<file path="src/rtl/ctlbus_pkg.sv">
package ctlbus_pkg;

  localparam logic [15:0] LO_BASE  = 16'h0800;
  localparam int          LO_CNT   = 6;
  localparam logic [15:0] HI_BASE  = 16'h0810;
  localparam int          HI_CNT   = 16;
  localparam int          NREG     = LO_CNT + HI_CNT;
  localparam int          IDX_W    = $clog2(NREG);
  localparam int          ID_IDX   = LO_CNT + 9;
  localparam int          SRST_IDX = NREG - 1;
  localparam logic [15:0] LO_END   = LO_BASE + 16'(LO_CNT);
  localparam logic [15:0] HI_END   = HI_BASE + 16'(HI_CNT);

  typedef enum logic [1:0] {
    PH_ALO  = 2'd0,
    PH_AHI  = 2'd1,
    PH_DATA = 2'd2
  } rx_phase_t;

  function automatic logic map_hit(input logic [15:0] a);
    return ((a >= LO_BASE) && (a < LO_END)) || ((a >= HI_BASE) && (a < HI_END));
  endfunction

  function automatic logic [IDX_W-1:0] map_idx(input logic [15:0] a);
    if (a < HI_BASE) return IDX_W'(a - LO_BASE);
    else             return IDX_W'(a - HI_BASE + 16'(LO_CNT));
  endfunction

  function automatic logic [7:0] reg_default(input int idx, input logic [5:0] die);
    case (idx)
      2:                  return 8'hD0;
      3:                  return 8'hCC;
      4:                  return 8'h04;
      5:                  return 8'h10;
      6, 7, 8, 9:         return 8'hE0;
      10, 11, 12, 13:     return 8'h80;
      14:                 return 8'h94;
      ID_IDX:             return {die, 2'b00};
      20:                 return 8'h16;
      default:            return 8'h00;
    endcase
  endfunction

endpackage

</file>
<file path="src/rtl/ctlbus_line_sync.sv">
module ctlbus_line_sync #(
  parameter int STAGES = 2
) (
  input  logic clk,
  input  logic rst,
  input  logic line_i,
  output logic lvl,
  output logic rise,
  output logic fall
);
  logic [STAGES-1:0] sh;
  logic              prev;

  always_ff @(posedge clk) begin
    if (rst) begin
      sh   <= '1;
      prev <= 1'b1;
    end else begin
      sh   <= {sh[STAGES-2:0], line_i};
      prev <= sh[STAGES-1];
    end
  end

  assign lvl  = sh[STAGES-1];
  assign rise = lvl & ~prev;
  assign fall = ~lvl & prev;
endmodule

</file>
<file path="src/rtl/ctlbus_byte_engine.sv">
module ctlbus_byte_engine
  import ctlbus_pkg::*;
#(
  parameter logic [6:0] DEV_ADDR = 7'h5D
) (
  input  logic      clk,
  input  logic      rst,
  input  logic      start_evt,
  input  logic      stop_evt,
  input  logic      scl_rise,
  input  logic      scl_fall,
  input  logic      sda_lvl,
  input  logic [7:0] rd_byte,
  output logic      sda_oe,
  output logic      rx_stb,
  output logic [7:0] rx_byte,
  output rx_phase_t rx_phase,
  output logic      tx_adv
);
  typedef enum logic [2:0] {
    E_IDLE, E_DEV, E_RX, E_ACK, E_TX, E_MACK, E_SKIP
  } eng_st_t;

  eng_st_t   st;
  logic [3:0] cnt;
  logic [7:0] sh;
  logic [7:0] txs;
  logic       rw;
  logic       match;
  logic       mack_ok;
  rx_phase_t  bidx;

  always_ff @(posedge clk) begin
    if (rst) begin
      st       <= E_IDLE;
      cnt      <= '0;
      sh       <= '0;
      txs      <= '0;
      rw       <= 1'b0;
      match    <= 1'b0;
      mack_ok  <= 1'b0;
      bidx     <= PH_ALO;
      sda_oe   <= 1'b0;
      rx_stb   <= 1'b0;
      rx_byte  <= '0;
      rx_phase <= PH_ALO;
      tx_adv   <= 1'b0;
    end else begin
      rx_stb <= 1'b0;
      tx_adv <= 1'b0;
      if (start_evt) begin
        st     <= E_DEV;
        cnt    <= '0;
        bidx   <= PH_ALO;
        sda_oe <= 1'b0;
      end else if (stop_evt) begin
        st     <= E_IDLE;
        sda_oe <= 1'b0;
      end else begin
        case (st)
          E_DEV, E_RX: begin
            if (scl_rise) begin
              sh  <= {sh[6:0], sda_lvl};
              cnt <= cnt + 4'd1;
              if (cnt == 4'd7) begin
                if (st == E_DEV) begin
                  rw    <= sda_lvl;
                  match <= (sh[6:0] == DEV_ADDR);
                end else begin
                  rx_stb   <= 1'b1;
                  rx_byte  <= {sh[6:0], sda_lvl};
                  rx_phase <= bidx;
                  if (bidx == PH_ALO) bidx <= PH_AHI;
                  else                bidx <= PH_DATA;
                end
              end
            end else if (scl_fall && cnt == 4'd8) begin
              if (st == E_DEV && !match) begin
                st <= E_SKIP;
              end else begin
                sda_oe <= 1'b1;
                st     <= E_ACK;
              end
            end
          end
          E_ACK: begin
            if (scl_fall) begin
              cnt <= '0;
              if (rw) begin
                txs    <= rd_byte;
                sda_oe <= ~rd_byte[7];
                st     <= E_TX;
              end else begin
                sda_oe <= 1'b0;
                st     <= E_RX;
              end
            end
          end
          E_TX: begin
            if (scl_rise) begin
              cnt <= cnt + 4'd1;
            end else if (scl_fall) begin
              if (cnt == 4'd8) begin
                sda_oe <= 1'b0;
                tx_adv <= 1'b1;
                st     <= E_MACK;
              end else begin
                txs    <= {txs[6:0], 1'b0};
                sda_oe <= ~txs[6];
              end
            end
          end
          E_MACK: begin
            if (scl_rise) begin
              mack_ok <= ~sda_lvl;
            end else if (scl_fall) begin
              if (mack_ok) begin
                cnt    <= '0;
                txs    <= rd_byte;
                sda_oe <= ~rd_byte[7];
                st     <= E_TX;
              end else begin
                st <= E_SKIP;
              end
            end
          end
          default: ;
        endcase
      end
    end
  end
endmodule

</file>
<file path="src/rtl/ctlbus_reg_file.sv">
module ctlbus_reg_file
  import ctlbus_pkg::*;
#(
  parameter logic [5:0] DIE_ID = 6'h2D
) (
  input  logic                 clk,
  input  logic                 rst,
  input  logic                 rx_stb,
  input  logic [7:0]           rx_byte,
  input  rx_phase_t            rx_phase,
  input  logic                 tx_adv,
  output logic [7:0]           rd_byte,
  output logic [NREG*8-1:0]    regs_flat
);
  logic [7:0]       regs [NREG];
  logic [15:0]      ptr;
  logic             hit;
  logic [IDX_W-1:0] widx;

  assign hit  = map_hit(ptr);
  assign widx = map_idx(ptr);

  always_ff @(posedge clk) begin
    if (rst) begin
      ptr <= '0;
      for (int k = 0; k < NREG; k++) regs[k] <= reg_default(k, DIE_ID);
    end else begin
      if (regs[SRST_IDX][0]) begin
        for (int k = 0; k < NREG; k++) regs[k] <= reg_default(k, DIE_ID);
      end else if (rx_stb && rx_phase == PH_DATA && hit) begin
        if (widx == IDX_W'(ID_IDX))        regs[widx] <= {DIE_ID, rx_byte[1:0]};
        else if (widx == IDX_W'(SRST_IDX)) regs[widx] <= {7'b0, rx_byte[0]};
        else                               regs[widx] <= rx_byte;
      end
      if (rx_stb) begin
        case (rx_phase)
          PH_ALO:  ptr[7:0]  <= rx_byte;
          PH_AHI:  ptr[15:8] <= rx_byte;
          default: ptr       <= ptr + 16'd1;
        endcase
      end else if (tx_adv) begin
        ptr <= ptr + 16'd1;
      end
    end
  end

  assign rd_byte = hit ? regs[widx] : 8'h00;

  for (genvar g = 0; g < NREG; g++) begin : g_flat
    assign regs_flat[g*8 +: 8] = regs[g];
  end
endmodule

</file>
<file path="src/rtl/ctlbus_i2c_target.sv">
module ctlbus_i2c_target
  import ctlbus_pkg::*;
#(
  parameter logic [6:0] DEV_ADDR    = 7'h5D,
  parameter logic [5:0] DIE_ID      = 6'h2D,
  parameter int         SYNC_STAGES = 2
) (
  input  logic              clk,
  input  logic              rst,
  input  logic              scl_i,
  input  logic              sda_i,
  output logic              sda_oe,
  output logic [NREG*8-1:0] regs_flat
);
  logic scl_lvl, scl_rise, scl_fall;
  logic sda_lvl, sda_rise, sda_fall;
  logic start_evt, stop_evt;
  logic rx_stb, tx_adv;
  logic [7:0] rx_byte, rd_byte;
  rx_phase_t rx_phase;

  ctlbus_line_sync #(.STAGES(SYNC_STAGES)) u_scl_sync (
    .clk(clk), .rst(rst), .line_i(scl_i),
    .lvl(scl_lvl), .rise(scl_rise), .fall(scl_fall)
  );

  ctlbus_line_sync #(.STAGES(SYNC_STAGES)) u_sda_sync (
    .clk(clk), .rst(rst), .line_i(sda_i),
    .lvl(sda_lvl), .rise(sda_rise), .fall(sda_fall)
  );

  assign start_evt = scl_lvl & sda_fall;
  assign stop_evt  = scl_lvl & sda_rise;

  ctlbus_byte_engine #(.DEV_ADDR(DEV_ADDR)) u_engine (
    .clk(clk), .rst(rst),
    .start_evt(start_evt), .stop_evt(stop_evt),
    .scl_rise(scl_rise), .scl_fall(scl_fall), .sda_lvl(sda_lvl),
    .rd_byte(rd_byte), .sda_oe(sda_oe),
    .rx_stb(rx_stb), .rx_byte(rx_byte), .rx_phase(rx_phase), .tx_adv(tx_adv)
  );

  ctlbus_reg_file #(.DIE_ID(DIE_ID)) u_regs (
    .clk(clk), .rst(rst),
    .rx_stb(rx_stb), .rx_byte(rx_byte), .rx_phase(rx_phase), .tx_adv(tx_adv),
    .rd_byte(rd_byte), .regs_flat(regs_flat)
  );
endmodule

</file>
<file path="config.mk">
export PLATFORM = sky130hd
export DESIGN_NAME = ctlbus_i2c_target
export DESIGN_NICKNAME = d
export VERILOG_FILES = /design/src/rtl/ctlbus_pkg.sv /design/src/rtl/ctlbus_line_sync.sv /design/src/rtl/ctlbus_byte_engine.sv /design/src/rtl/ctlbus_reg_file.sv /design/src/rtl/ctlbus_i2c_target.sv
export SDC_FILE = /design/constraint.sdc
export NUM_CORES = 1
export LEC_CHECK = 0
export ABC_CLOCK_PERIOD_IN_PS = 4000
export BUFFER_PORTS_ARGS = -buffer_cell sky130_fd_sc_hd__buf_2
export CAP_MARGIN = 20
export CORE_MARGIN = 2
export CORE_UTILIZATION = 25
export DETAILED_ROUTE_END_ITERATION = 8
export HOLD_SLACK_MARGIN = 0.05
export PLACE_DENSITY = 0.45
export SLEW_MARGIN = 25
export SYNTH_ARGS = -nofsm -noshare
export SYNTH_HDL_FRONTEND = slang
export SYNTH_HIERARCHICAL = 1
export SYNTH_SLANG_ARGS = --single-unit
export TNS_END_PERCENT = 5
</file>
<file path="constraint.sdc">
create_clock -name clk -period 4 [get_ports clk]
set_input_delay 0.6 -clock clk [delete_from_list [all_inputs] [get_ports clk]]
set_output_delay 0.6 -clock clk [all_outputs]
set_load 0.02 [all_outputs]
</file>
-- Word level (Yosys, flattened, before mapping)
Memories as Yosys holds them, arrays and structs flattened.
Index checks and enable logic that the tools add are counted.
- add/subtract/negate cells: 5
- $lt $le $gt $ge: 5
- equal/unequal tests: 35
- mux-type cells: 129
- bitwise gates (word level): 44
- reduce and logical (&&, ||, !) cells: 34
- operators by type and width (operator ; count):
    $mux W8 ; 56
    $mux W7 ; 8
    $lt A16 B12 Y1 const B ; 3
    $mux W1 ; 38
    $ge A16 B12 Y1 const B ; 2
    $mux W16 ; 2
    $pmux W8 S2 ; 2
    $mux W3 ; 10
    $or A1 B1 Y1 ; 24
    $pmux W7 S3 ; 1
    $mux W4 ; 5
    $ne A4 B3 Y1 const B ; 5
    $reduce_and A9 Y1 ; 2
    $add A16 B1 Y16 const B ; 1
    $ne A2 B1 Y1 const B ; 8
    $ne A2 B2 Y1 const B ; 7
    $not A1 Y1 ; 14
    $ne A4 B4 Y1 const B ; 3
    $pmux W3 S4 ; 1
    $pmux W4 S3 ; 1
    $reduce_and A6 Y1 ; 2
    $reduce_or A6 Y1 ; 2
    $reduce_and A11 Y1 ; 1
    $mux W5 ; 2
    33 further kinds ; 52
- register bits: 61
- bits in writable memories: 176
- input port bits: 4
- output and inout port bits: 177
- logic and storage cells: 273
- memories: 1
- memories (memory ; depth ; width ; read ports ; clocked after memory_dff ; write ports ; line ; source):
    u_regs.regs ; 22 ; 8 ; 23 ; 0 ; 22 ; ctlbus_reg_file.sv:15 ; logic [7:0] regs [NREG];

-- Logic depth before layout (Yosys ltp)
Gate-level depths: netlist of the first run.
- depth in word-level cells: 14
- mapped depth: 15
- depth with buffers taken out: 13

-- Cells and area by module
The synthesis of the first run kept the hierarchy.
- modules (own cells, without submodules) (module ; instances ; cells an instance ; area an instance (sq um) ; seq. area each (sq um)):
    ctlbus_reg_file ; 1 ; 1030 ; 12957.4 ; 8007.7
    ctlbus_byte_engine ; 1 ; 235 ; 2185.8 ; 780.7
    ctlbus_line_sync ; 2 ; 8 ; 92.6 ; 60.1
    ctlbus_i2c_target ; 1 ; 2 ; 12.5 ; 0.0

-- Worst setup path after synthesis of the first run
OpenSTA, ideal clock, no wires.
- kind: register to register
- start point: register u_regs.ptr[15]
- end point: register u_engine.txs[0]
- arrival time: 3.097 ns
- data required time: 3.928 ns
- path slack: 0.832 ns
- stages on the path, launching flop included: 11
- clock period less this slack: 3.168 ns
- cells stage by stage: dfxtp_1 > nor4_4 > mux2_2 > or4_1 > clkbuf_1 > nand3_1 > o22ai_1 > a211o_1 > a21oi_1 > or3b_2 > mux2i_1
- longest elaborated chain between the ends: 8
- elaborated cells on any way between the ends: 17
- RTL lines (element ; line ; source):
    from (decl) ; ctlbus_reg_file.sv:16 ; logic [15:0] ptr;
    from (signal assigned) ; ctlbus_reg_file.sv:38 ; PH_AHI: ptr[15:8] <= rx_byte;
    from (signal assigned) ; ctlbus_reg_file.sv:39 ; default: ptr <= ptr + 16'd1;
    from (signal assigned) ; ctlbus_reg_file.sv:42 ; ptr <= ptr + 16'd1;
    $lt A16 B12 Y1 (tied with other cells) ; ctlbus_pkg.sv:25 ; if (a < HI_BASE) return IDX_W'(a - LO_BASE);
    $mux W5 / $logic_and A1 B1 Y1 (equally long branches) ; ctlbus_pkg.sv:25, ctlbus_pkg.sv:21 ;
    $mem_v2 Z22 W8 / $logic_or A1 B1 Y1 (equally long branches) ; - ;
    $mux W8 (*) ; ctlbus_reg_file.sv:47 ; assign rd_byte = hit ? regs[widx] : 8'h00;
    via rd_byte[0] ; ctlbus_i2c_target.sv:19 ; logic [7:0] rx_byte, rd_byte;
    $mux W7 ; ctlbus_byte_engine.sv:117 ; if (mack_ok) begin
    $mux W7 ; ctlbus_byte_engine.sv:116 ; end else if (scl_fall) begin
    $mux W7 ; ctlbus_byte_engine.sv:114 ; if (scl_rise) begin
    $pmux W7 S3 (*) ; ctlbus_byte_engine.sv:60 ; case (st)
    to (signal assigned) ; ctlbus_byte_engine.sv:90 ; txs <= rd_byte;
    to (signal assigned) ; ctlbus_byte_engine.sv:108 ; txs <= {txs[6:0], 1'b0};
    to (signal assigned) ; ctlbus_byte_engine.sv:119 ; txs <= rd_byte;
    to (decl) ; ctlbus_byte_engine.sv:27 ; logic [7:0] txs;
Mark *: on every way through the listed nets, which the timed path passes. The rest lies on a longest branch. The select of a mux whose other input is x is not followed.
A chain may end at the register's enable or synchronous reset.

-- Worst setup path after layout of the first run
- start point: register u_regs.ptr[8]
- end point: register u_engine.sda_oe
- longest elaborated chain between the ends: 9
- elaborated cells on any way between the ends: 18
- RTL lines (element ; line ; source):
    $lt A16 B12 Y1 (tied with other cells) ; ctlbus_pkg.sv:25 ;
    $mux W5 / $logic_and A1 B1 Y1 (equally long branches) ; ctlbus_pkg.sv:25, ctlbus_pkg.sv:21 ;
    $mem_v2 Z22 W8 / $logic_or A1 B1 Y1 (equally long branches) ; - ;
    $mux W8 (*) ; ctlbus_reg_file.sv:47 ;
    via rd_byte[7] ; ctlbus_i2c_target.sv:19 ;
    $not A1 Y1 (*) ; ctlbus_byte_engine.sv:91, ctlbus_byte_engine.sv:120 ;
    $mux W1 ; ctlbus_byte_engine.sv:117 ;
    $mux W1 ; ctlbus_byte_engine.sv:116 ;
    $mux W1 ; ctlbus_byte_engine.sv:114 ;
    $pmux W1 S4 (*) ; ctlbus_byte_engine.sv:60 ;
    to (signal assigned) ; ctlbus_byte_engine.sv:91 ; sda_oe <= ~rd_byte[7];
    to (signal assigned) ; ctlbus_byte_engine.sv:109 ; sda_oe <= ~txs[6];
    to (signal assigned) ; ctlbus_byte_engine.sv:120 ; sda_oe <= ~rd_byte[7];
    to (decl) ; ctlbus_byte_engine.sv:14 ; output logic sda_oe,
Marks and branches as above.

==> impl_metrics.ini, run 1 <==
[routing]
drt_iter0_markers = 976
vias = 11600
drc_errors = 0
dr.pass1.iters = 5
postRouteAntennaNets = 0
viasPerCell = 5.05
wl_um = 55200
wl_per_cell_um = 24.0

[setup_path]
critPathCaptureType = flip-flop
crit_arrival_ns = 4.25
critPathLaunchType = flip-flop
critPathKind = flip-flop to flip-flop
rrSetupSlack_ns = 0.17
r2r_end = u_engine/sda_oe
cp_max_fo = 9
critPathSlowestCell = or4_1
cpPeakStageDelay_ns = 0.67
critical_path.top_delay_family = simple AND/OR/NAND/NOR gates
crit_path_end = u_engine/sda_oe
crit_buf_inv = 1
path_cells = or4_1 -> nor4_4 -> or4_1 -> buf_4 -> a31oi_1 -> a22oi_1 -> o22ai_1 -> a21oi_1 -> nand2b_1 -> a21oi_1 -> o31ai_1 -> mux2i_1
reg2reg_from = u_regs/ptr[8]
cp_data_required_time_ns = 4.43
crit_cells = 12
ff2ff_path_depth = 12
cp-startpoint = u_regs/ptr[8]

[yosys]
netlist_area_um2 = 15300
yosysSeqAreaShare = 0.581
synth_edf_count = 256
syn_area_per_cell_um2 = 12.0
synth_seq_cells = 317
synth_warnings = 6
synth_cell_types = 86
async_reset_ff_frac = 0
yosys.area.top_type = edfxtp_1
synth_common_cells = edfxtp_1 (256), nor2_1 (211), nand2_1 (129)
synthFlopType = edfxtp_1
synth_top_area_share = 0.501
netlist_instances = 1283
synth.most_common_cell = edfxtp_1
ys_top_cells_by_area = edfxtp_1 (50%), dfxtp_1 (8.0%), mux4_2 (6.6%), nor2_1 (5.2%), mux2i_1 (3.9%)

[status]
status = complete, no violations

[layout]
fin_nets = 1503
diodes = 0
drive_gt1_frac = 0.263
area_growth_pct = 21.2

[timing]
skew_ns = 0.0279
period_needed_ns = 3.83
worstMarginPinSlew_ns = 0.928
rsz0062_at_grt = no
hold_viol_final = 0
fin_crit_sh = 0.957
setup_tns_ns = 0
final_max_slew_viol_count = 0
setup_viol = 0
fmax_mhz = 261
slew_headroom = 0.379

[global_route]
antenna_found_initial = 0
grt_pass1_wl_um = 80400
grt_max_degree = 61
grt_pass1_vias = 11500
grt.total_usage = 0.171
grt_remaining_overflow = 0

[hold_path]
holdPathStages = 2
hp-class = input port to flip-flop

[power_and_ir_drop]
switching_power_mw = 1.68
p_seq_frac = 0.504
swShare = 0.230
powerDensity_nw_per_um2 = 393
p_int_mw = 5.63
totalPowerFinal_mw = 7.31
clkPwrFrac = 0.455
p_leak_nw = 6.59
comb_power_share = 0.041
irDropWorstVdd_uv = 348

[place]
portBuffers = 180
dp_hpwl_um = 40200
place_congestion = 0.847

[floorplan]
die_area_um2 = 63400
die_x_um = 252
fp.dieH_um = 252
start_util = 0.254
core-area_um2 = 60500
rows = 90
io_pins = 181

[cts]
holdBufCountCts = 0
cts_buffer_depth = 3
worstSkewPairLatency_ns = 0.56
cts_tree = built
clkSinkCount = 317
clk_pin_slew_ns = 0.06
root_buffer = clkbuf_16
numCtsBuffers = 36
cts-htree-levels = 2
cts_setup_buffers = 0

[run]
maxCapViolCount = 0
-- layout make-up --
cell class | count | area [um^2]
well taps | 782 | 978
multi-input cells | 864 | 5980
clock inverters | 19 | 188
fillers | 6109 | 41900
flip-flops and latches | 317 | 8910
repair buffers | 251 | 1470
clock buffers | 45 | 976
inverters | 23 | 86.3
-- sequential cells by signal, indices dropped and copies added (netlist names) --
name               flops
u_engine/tx_adv        1
u_engine/rx_stb        1
u_sda_sync/prev        1
u_engine/match         1
u_engine/rx_phase      2
u_engine/st            3
u_engine/rw            1
u_engine/cnt           4
u_regs/regs          256
u_regs/ptr            16
u_engine/bidx          2
u_engine/mack_ok       1
u_scl_sync/prev        1
u_engine/sda_oe        1
u_engine/rx_byte       8
u_engine/txs           7
u_sda_sync/sh          2
u_engine/sh            7
u_scl_sync/sh          2
-- worst register-to-register path, stage by stage, from the launching register on --
cell and delay, ns:
dfxtp_1 0.39, or4_1 0.67, nor4_4 0.38, or4_1 0.46, buf_4 0.23, a31oi_1 0.05
a22oi_1 0.36, o22ai_1 0.14, a21oi_1 0.39, nand2b_1 0.17, a21oi_1 0.08, o31ai_1 0.28
mux2i_1 0.11
-- metrics by stage --
| stage | worst slack, ns | utilization | hold WS [ns] | area, um^2 | cells |
|---|---|---|---|---|---|
| final | 0.172 | 0.308 | 0.240 | 18600 | 2301 |
| after global routing | 0.0109 | 0.308 | 0.235 | 18600 | 2301 |
| after CTS | 0.0164 | 0.307 | 0.209 | 18600 | 2301 |
| after detailed placement | 0.0433 | 0.288 | 0.391 | 17400 | 2237 |
| after global placement | 0.119 | 0.288 | 0.392 | 17400 | 2237 |
| after floorplan | 0.832 | - | 0.383 | 15400 | 1294 |
-- power groups by stage --
stage                     Sequential, mW  Combinational (mW)  Clock (mW)
after global placement              3.76               0.302           0
after floorplan                     3.81              0.0937           0
after CTS                           3.69               0.304        3.41
after detailed placement            3.75               0.303           0
after global routing                3.69               0.318        3.52
final                               3.68               0.300        3.33
-- kinds of logic after synthesis --
family / synth area share
flip-flops: 0.581
other: 0.000490
XOR/XNOR: 0.00114
AO/OA/AOI/OAI: 0.103
AND/OR/NAND/NOR: 0.163
multiplexers: 0.112
buffers and inverters: 0.0345
adder cells (fa/ha/maj): 0.00563
-- timing repair --
action                                  CTS  global route
endpoints found under the setup margin    0             1
hold endpoints to repair                  0             0
resized for setup                         0             1
-- metal layers --
metal / routed length (um) / global-route usage / up-vias
li1: - / - / 5232
met1: 24000 / 0.229 / 5842
met2: 26500 / 0.284 / 462
met3: 3220 / 0.0273 / 81
met4: 1440 / 0.0524 / 0
met5: 0 / 0 / -
-- worst min-delay path by stage --
stage / startpoint / endpoint / slack [ns]
6_report: sda_i / u_sda_sync/sh[0] / 0.24
5_1_grt: sda_i / u_sda_sync/sh[0] / 0.23
4_1_cts: sda_i / u_sda_sync/sh[0] / 0.21
3_5_place_dp: u_sda_sync/sh[0] / u_sda_sync/sh[1] / 0.39
3_3_place_gp: u_sda_sync/sh[0] / u_sda_sync/sh[1] / 0.39
2_1_floorplan: u_scl_sync/sh[0] / u_scl_sync/sh[1] / 0.38
-- cells in the final DEF (no fill, tap or decap), drive strengths merged, types with 6 or more instances in the layout --
master	count
a2111oi	8
a211o	8
a211oi	12
a21oi	44
a22oi	14
a311oi	11
a31oi	11
and3	12
and3b	9
buf	251
clkbuf	45
clkinv	12
conb	13
dfxtp	61
edfxtp	256
ha	6
inv	24
mux2	7
mux2i	60
mux4	45
nand2	130
nand2b	6
nand3	40
nor2	211
nor2b	20
nor3	12
nor3b	10
nor4b	7
nor4bb	6
o2111ai	12
o211ai	16
o21ai	42
o22ai	16
or2	8
(Power assumes the default switching activity.)
==> run 2: changes to the inputs <==
Settings changed: CTS_CLUSTER_DIAMETER set to 40, RECOVER_POWER set to 100.
==> run 2 against run 1 <==
Against the previous run:
- count of clock-buffer cells in the layout increased by 7
- cell area increased by 0.19%
- die area unchanged
- critical path depth decreased by 3
- clock power increased by 25%
- first-iteration DRC count increased by 8.7%
- sequential power about the same
- combinational power decreased by 6.7%
- critical path type unchanged
- highest routed layer unchanged
==> impl_metrics.ini, run 2 (synthesis gave the netlist of run 1 again) <==
[status]
status = complete, no violations

[timing]
hold_viol_final = 0
period_needed_ns = 3.86
fin_hold_ws_ns = 0.211
setup_tns_ns = 0
worstMarginPinSlew_ns = 1.28
fmax_mhz = 259
slew_headroom = 0.140
final_max_slew_viol_count = 0
rsz0062_at_grt = no
fin_crit_sh = 0.965
skew_ns = 0.0262
fin_ws_ns = 0.142
setup_viol = 0

[layout]
fin_util = 0.308
max_flop_register = u_regs/regs
drive_gt1_frac = 0.142
fin_nets = 1515
largest_register_ffs = 256
largest_registers = u_regs/regs (256), u_regs/ptr (16), u_engine/rx_byte (8)
area_growth_pct = 21.4
diodes = 0
fin_cells = 2325
final_cell_mix = edfxtp_1 (256), nor2_1 (209), clkbuf_1 (198), nand2_1 (129), mux2i_1 (60)
stdcell_area_um2 = 18600
final_common_cell = edfxtp_1

[place]
dp_slack_ns = 0.0433
place_congestion = 0.847
postPlaceCellArea_um2 = 17400
dp_hpwl_um = 40200
place_inst = 2237
portBuffers = 180

[setup_path]
critical_path.top_delay_family = simple AND/OR/NAND/NOR gates
crit_cells = 9
critPathKind = flip-flop to flip-flop
critPathSlowestCell = or4_1
cp-startpoint = u_regs/ptr[12]
critPathCaptureType = flip-flop
crit_buf_inv = 2
crit_arrival_ns = 4.15
cp_max_fo = 19
ff2ff_path_depth = 9
cp_data_required_time_ns = 4.29
path_cells = or4_1 -> o211a_1 -> a211o_1 -> buf_4 -> nor3_4 -> nand2_1 -> a21oi_1 -> clkbuf_2 -> nand3_1
critPathLaunchType = flip-flop
cpPeakStageDelay_ns = 0.71
reg2reg_from = u_regs/ptr[12]

[power_and_ir_drop]
irDropWorstVdd_uv = 314
powerDensity_nw_per_um2 = 437
totalPowerFinal_mw = 8.13
p_leak_nw = 6.16

[cts]
numCtsBuffers = 48
clk_pin_slew_ns = 0.05
clkSinkCount = 317
cts_setup_buffers = 0
worstSkewPairLatency_ns = 0.59
cts_tree = built
root_buffer = clkbuf_16
cts-htree-levels = 2
cts_buffer_depth = 3

[routing]
dr.pass1.iters = 5
vias = 11700
wl_per_cell_um = 23.7
drt_iter0_markers = 1061
drc_errors = 0
wl_um = 55200
postRouteAntennaNets = 0
viasPerCell = 5.04

[global_route]
use_met1 = 0.228
globalRouteMet3Util = 0.0319
antenna_found_initial = 0
met2_usage = 0.280
grt_pass1_vias = 11600
grt_max_degree = 61
grt_remaining_overflow = 0
grt_pass1_wl_um = 80400
top_usage_layer = met2
grt.total_usage = 0.171

[floorplan]
die_area_um2 = 63400
die_x_um = 252
start_util = 0.254
core-area_um2 = 60500
fp.dieH_um = 252
io_pins = 181
rows = 90

[run]
maxCapViolCount = 0

[hold_path]
holdPathStages = 2
hp-class = input port to flip-flop
hp-start = sda_i
==> run 2: cell types whose count changed in the layout (fill, tap and decap cells not counted), moves of 6 or more <==
| cell | change |
|---|---|
| inv_6 | +6 |
| clkbuf_1 | +192 |
| clkbuf_16 | +11 |
| buf_4 | -32 |
| buf_2 | -177 |
| clkbuf_2 | +13 |
==> run 2: final timing paths <==
kind | slack (ns) | to
hold reg to reg | 0.40 | u_sda_sync/sh[1]
setup reg to reg | 0.14 | u_regs/regs[10][7]
setup / recovery | 0.14 | u_regs/regs[10][7]
hold / removal | 0.21 | u_sda_sync/sh[0]
==> run 2: layout make-up <==
cell class | count | area [um^2]
fill | 6207 | 41800
clock buffer | 52 | 1230
multi-input combinational | 864 | 5900
timing repair buffer | 251 | 1150
tap | 782 | 978
sequential | 317 | 8910
inverter | 23 | 86.3
clock inverter | 36 | 372
==> run 2: where the power goes <==
| part | switching (mW) | internal, mW | total (mW) |
|---|---|---|---|
| registers | 0.0684 | 3.62 | 3.69 |
| clock network | 1.69 | 2.48 | 4.16 |
| logic | 0.216 | 0.0635 | 0.280 |
==> run 2: timing repair <==
action,4_1_cts,5_1_grt
endpoints found under the setup margin,0,1
gates resized for setup,0,1
hold buffers,0,0
==> run 2: layer usage <==
metal | wire length, um | share of wire | up-vias
li1 | - | - | 5268
met2 | 26300 | 0.48 | 476
met3 | 3210 | 0.058 | 84
met5 | 0 | 0 | -
met1 | 24100 | 0.44 | 5900
met4 | 1640 | 0.030 | 0
==> run 2: worst register-to-register path: cells and delay by family, from the launching register on <==
kind	cells	cell delay (ns)
flip-flops	1	0.37
buffers and inverters	2	0.79
AND/OR/NAND/NOR	4	1.44
AO/OA/AOI/OAI	3	0.97
==> run 3: changes to the inputs <==
Settings changed: RECOVER_POWER 100 to 50.
==> run 3 against run 2 <==
Against the previous run:
- cell area up 0.31%
- worst hold slack barely moved
- routed wire length is essentially flat
==> impl_metrics.ini, run 3 (synthesis gave the netlist of run 1 again) <==
[setup_path]
reg2reg_from = u_regs/ptr[8]
rrSetupSlack_ns = 0.18
ff2ff_path_depth = 12
crit_arrival_ns = 4.28
critPathCaptureType = flip-flop
critPathLaunchType = flip-flop
cp_max_fo = 28
critPathKind = flip-flop to flip-flop
cp_data_required_time_ns = 4.46
r2r_end = u_engine/sda_oe

[hold_path]
hp-start = sda_i
holdPathStages = 2
hp-class = input port to flip-flop
holdPathEnd = u_sda_sync/sh[0]

[cts]
root_buffer = clkbuf_16
cts_tree = built
cts_resized = 0
cts_buffer_depth = 3
worstSkewPairLatency_ns = 0.59
clk_pin_slew_ns = 0.05
holdBufCountCts = 0
cts-htree-levels = 2
cts_setup_buffers = 0
numCtsBuffers = 48
clkSinkCount = 317

[global_route]
grt_max_degree = 61
grt_pass1_wl_um = 80400
antenna_found_initial = 0
grt_pass1_vias = 11600
grt_remaining_overflow = 0
grt.total_usage = 0.171

[timing]
final_max_slew_viol_count = 0
hold_viol_final = 0
setup_tns_ns = 0
fin_crit_sh = 0.956
worstMarginPinSlew_ns = 1.27
fin_hold_ws_ns = 0.211
setup_viol = 0
period_needed_ns = 3.82
fmax_mhz = 262
skew_ns = 0.0259
slew_headroom = 0.147
rsz0062_at_grt = no

[layout]
fin_nets = 1515
final_cell_mix = edfxtp_1 (256), nor2_1 (209), clkbuf_1 (195), nand2_1 (129), mux2i_1 (60)
largest_registers = u_regs/regs (256), u_regs/ptr (16), u_engine/rx_byte (8)
diodes = 0
fill_cells = 6185
stdcell_area_um2 = 18700
largest_register_ffs = 256
multi_input_area_um2 = 5930
final_common_cell = edfxtp_1
max_flop_register = u_regs/regs
ff_latch_area_um2 = 8910
fin_util = 0.309
drive_gt1_frac = 0.148
area_growth_pct = 21.8

[status]
status = complete, no violations

[routing]
vias = 11700
drc_errors = 0
viasPerCell = 5.02
drt_iter0_markers = 1042
wl_um = 55200
postRouteAntennaNets = 0
dr.pass1.iters = 5
wl_per_cell_um = 23.8

[place]
portBuffers = 180
place_congestion = 0.847
postPlaceCellArea_um2 = 17400
dp_hpwl_um = 40200

[floorplan]
start_util = 0.254
die_area_um2 = 63400
rows = 90
die_x_um = 252
io_pins = 181
core-area_um2 = 60500
fp.dieH_um = 252

[power_and_ir_drop]
totalPowerFinal_mw = 8.14
irDropWorstVdd_uv = 315
p_leak_nw = 6.19
powerDensity_nw_per_um2 = 435

[run]
maxCapViolCount = 0
-- run 3: changes by cell type in the layout (fill, tap and decap cells not counted) --
cell	change
a21oi_2	+3
clkbuf_2	-7
buf_4	+12
mux2_1	-4
buf_2	-1
clkbuf_4	-1
mux2_4	+4
a21oi_1	-3
clkbuf_1	-3
-- run 3: final cells by class --
| cell class | count | area share |
|---|---|---|
| Sequential cell | 317 | 0.477 |
| Multi-Input combinational cell | 864 | 0.317 |
| Clock buffer | 52 | 0.0656 |
| Timing Repair Buffer | 251 | 0.0632 |
| Tap cell | 782 | 0.0524 |
| Clock inverter | 36 | 0.0199 |
| Inverter | 23 | 0.00462 |
-- run 3: worst max path at each step --
stage | from | endpoint | slack, ns | cells after the start
final | u_regs/ptr[8] | u_engine/sda_oe | 0.18 | 12
after detailed placement | u_regs/ptr[12] | u_engine/sda_oe | 0.04 | 12
after global placement | u_regs/ptr[15] | u_engine/sda_oe | 0.12 | 12
after floorplan | u_regs/ptr[15] | u_engine/txs[0] | 0.83 | 10
after CTS | u_regs/ptr[12] | u_engine/sda_oe | 0.03 | 12
after global routing | u_regs/ptr[8] | u_engine/sda_oe | 0.01 | 12
-- run 3: worst max-delay path, cell delays in order, from the launching register on --
cell and delay [ns]:
dfxtp_1 0.39, or4_1 0.67, o21ai_2 0.46, a211oi_4 0.20, buf_12 0.24, mux4_2 0.25
mux2i_1 0.15, a211o_1 0.32, a21oi_1 0.36, nand2b_1 0.17, a21oi_1 0.08, o31ai_1 0.28
mux2i_1 0.11
-- run 3: stage by stage --
stage	setup slack, ns	instances
3_3_place_gp	0.119	2237
5_1_grt	0.0121	2325
2_1_floorplan	0.832	1294
4_1_cts	0.0348	2325
3_5_place_dp	0.0433	2237
6_report	0.178	2325
-- run 3: power breakdown --
part / total, mW / internal, mW / leakage (nW) / switching [mW]
registers: 3.69 / 3.62 / 3.05 / 0.0686
clock network: 4.17 / 2.48 / 0.772 / 1.69
logic: 0.280 / 0.0635 / 2.37 / 0.216
-- run 3: layer usage --
metal	GRT usage	vias to the layer above	part of all wire
met2	0.280	432	0.48
met5	0	-	0
li1	-	5267	-
met3	0.0319	82	0.055
met1	0.228	5899	0.44
met4	0.0582	0	0.029
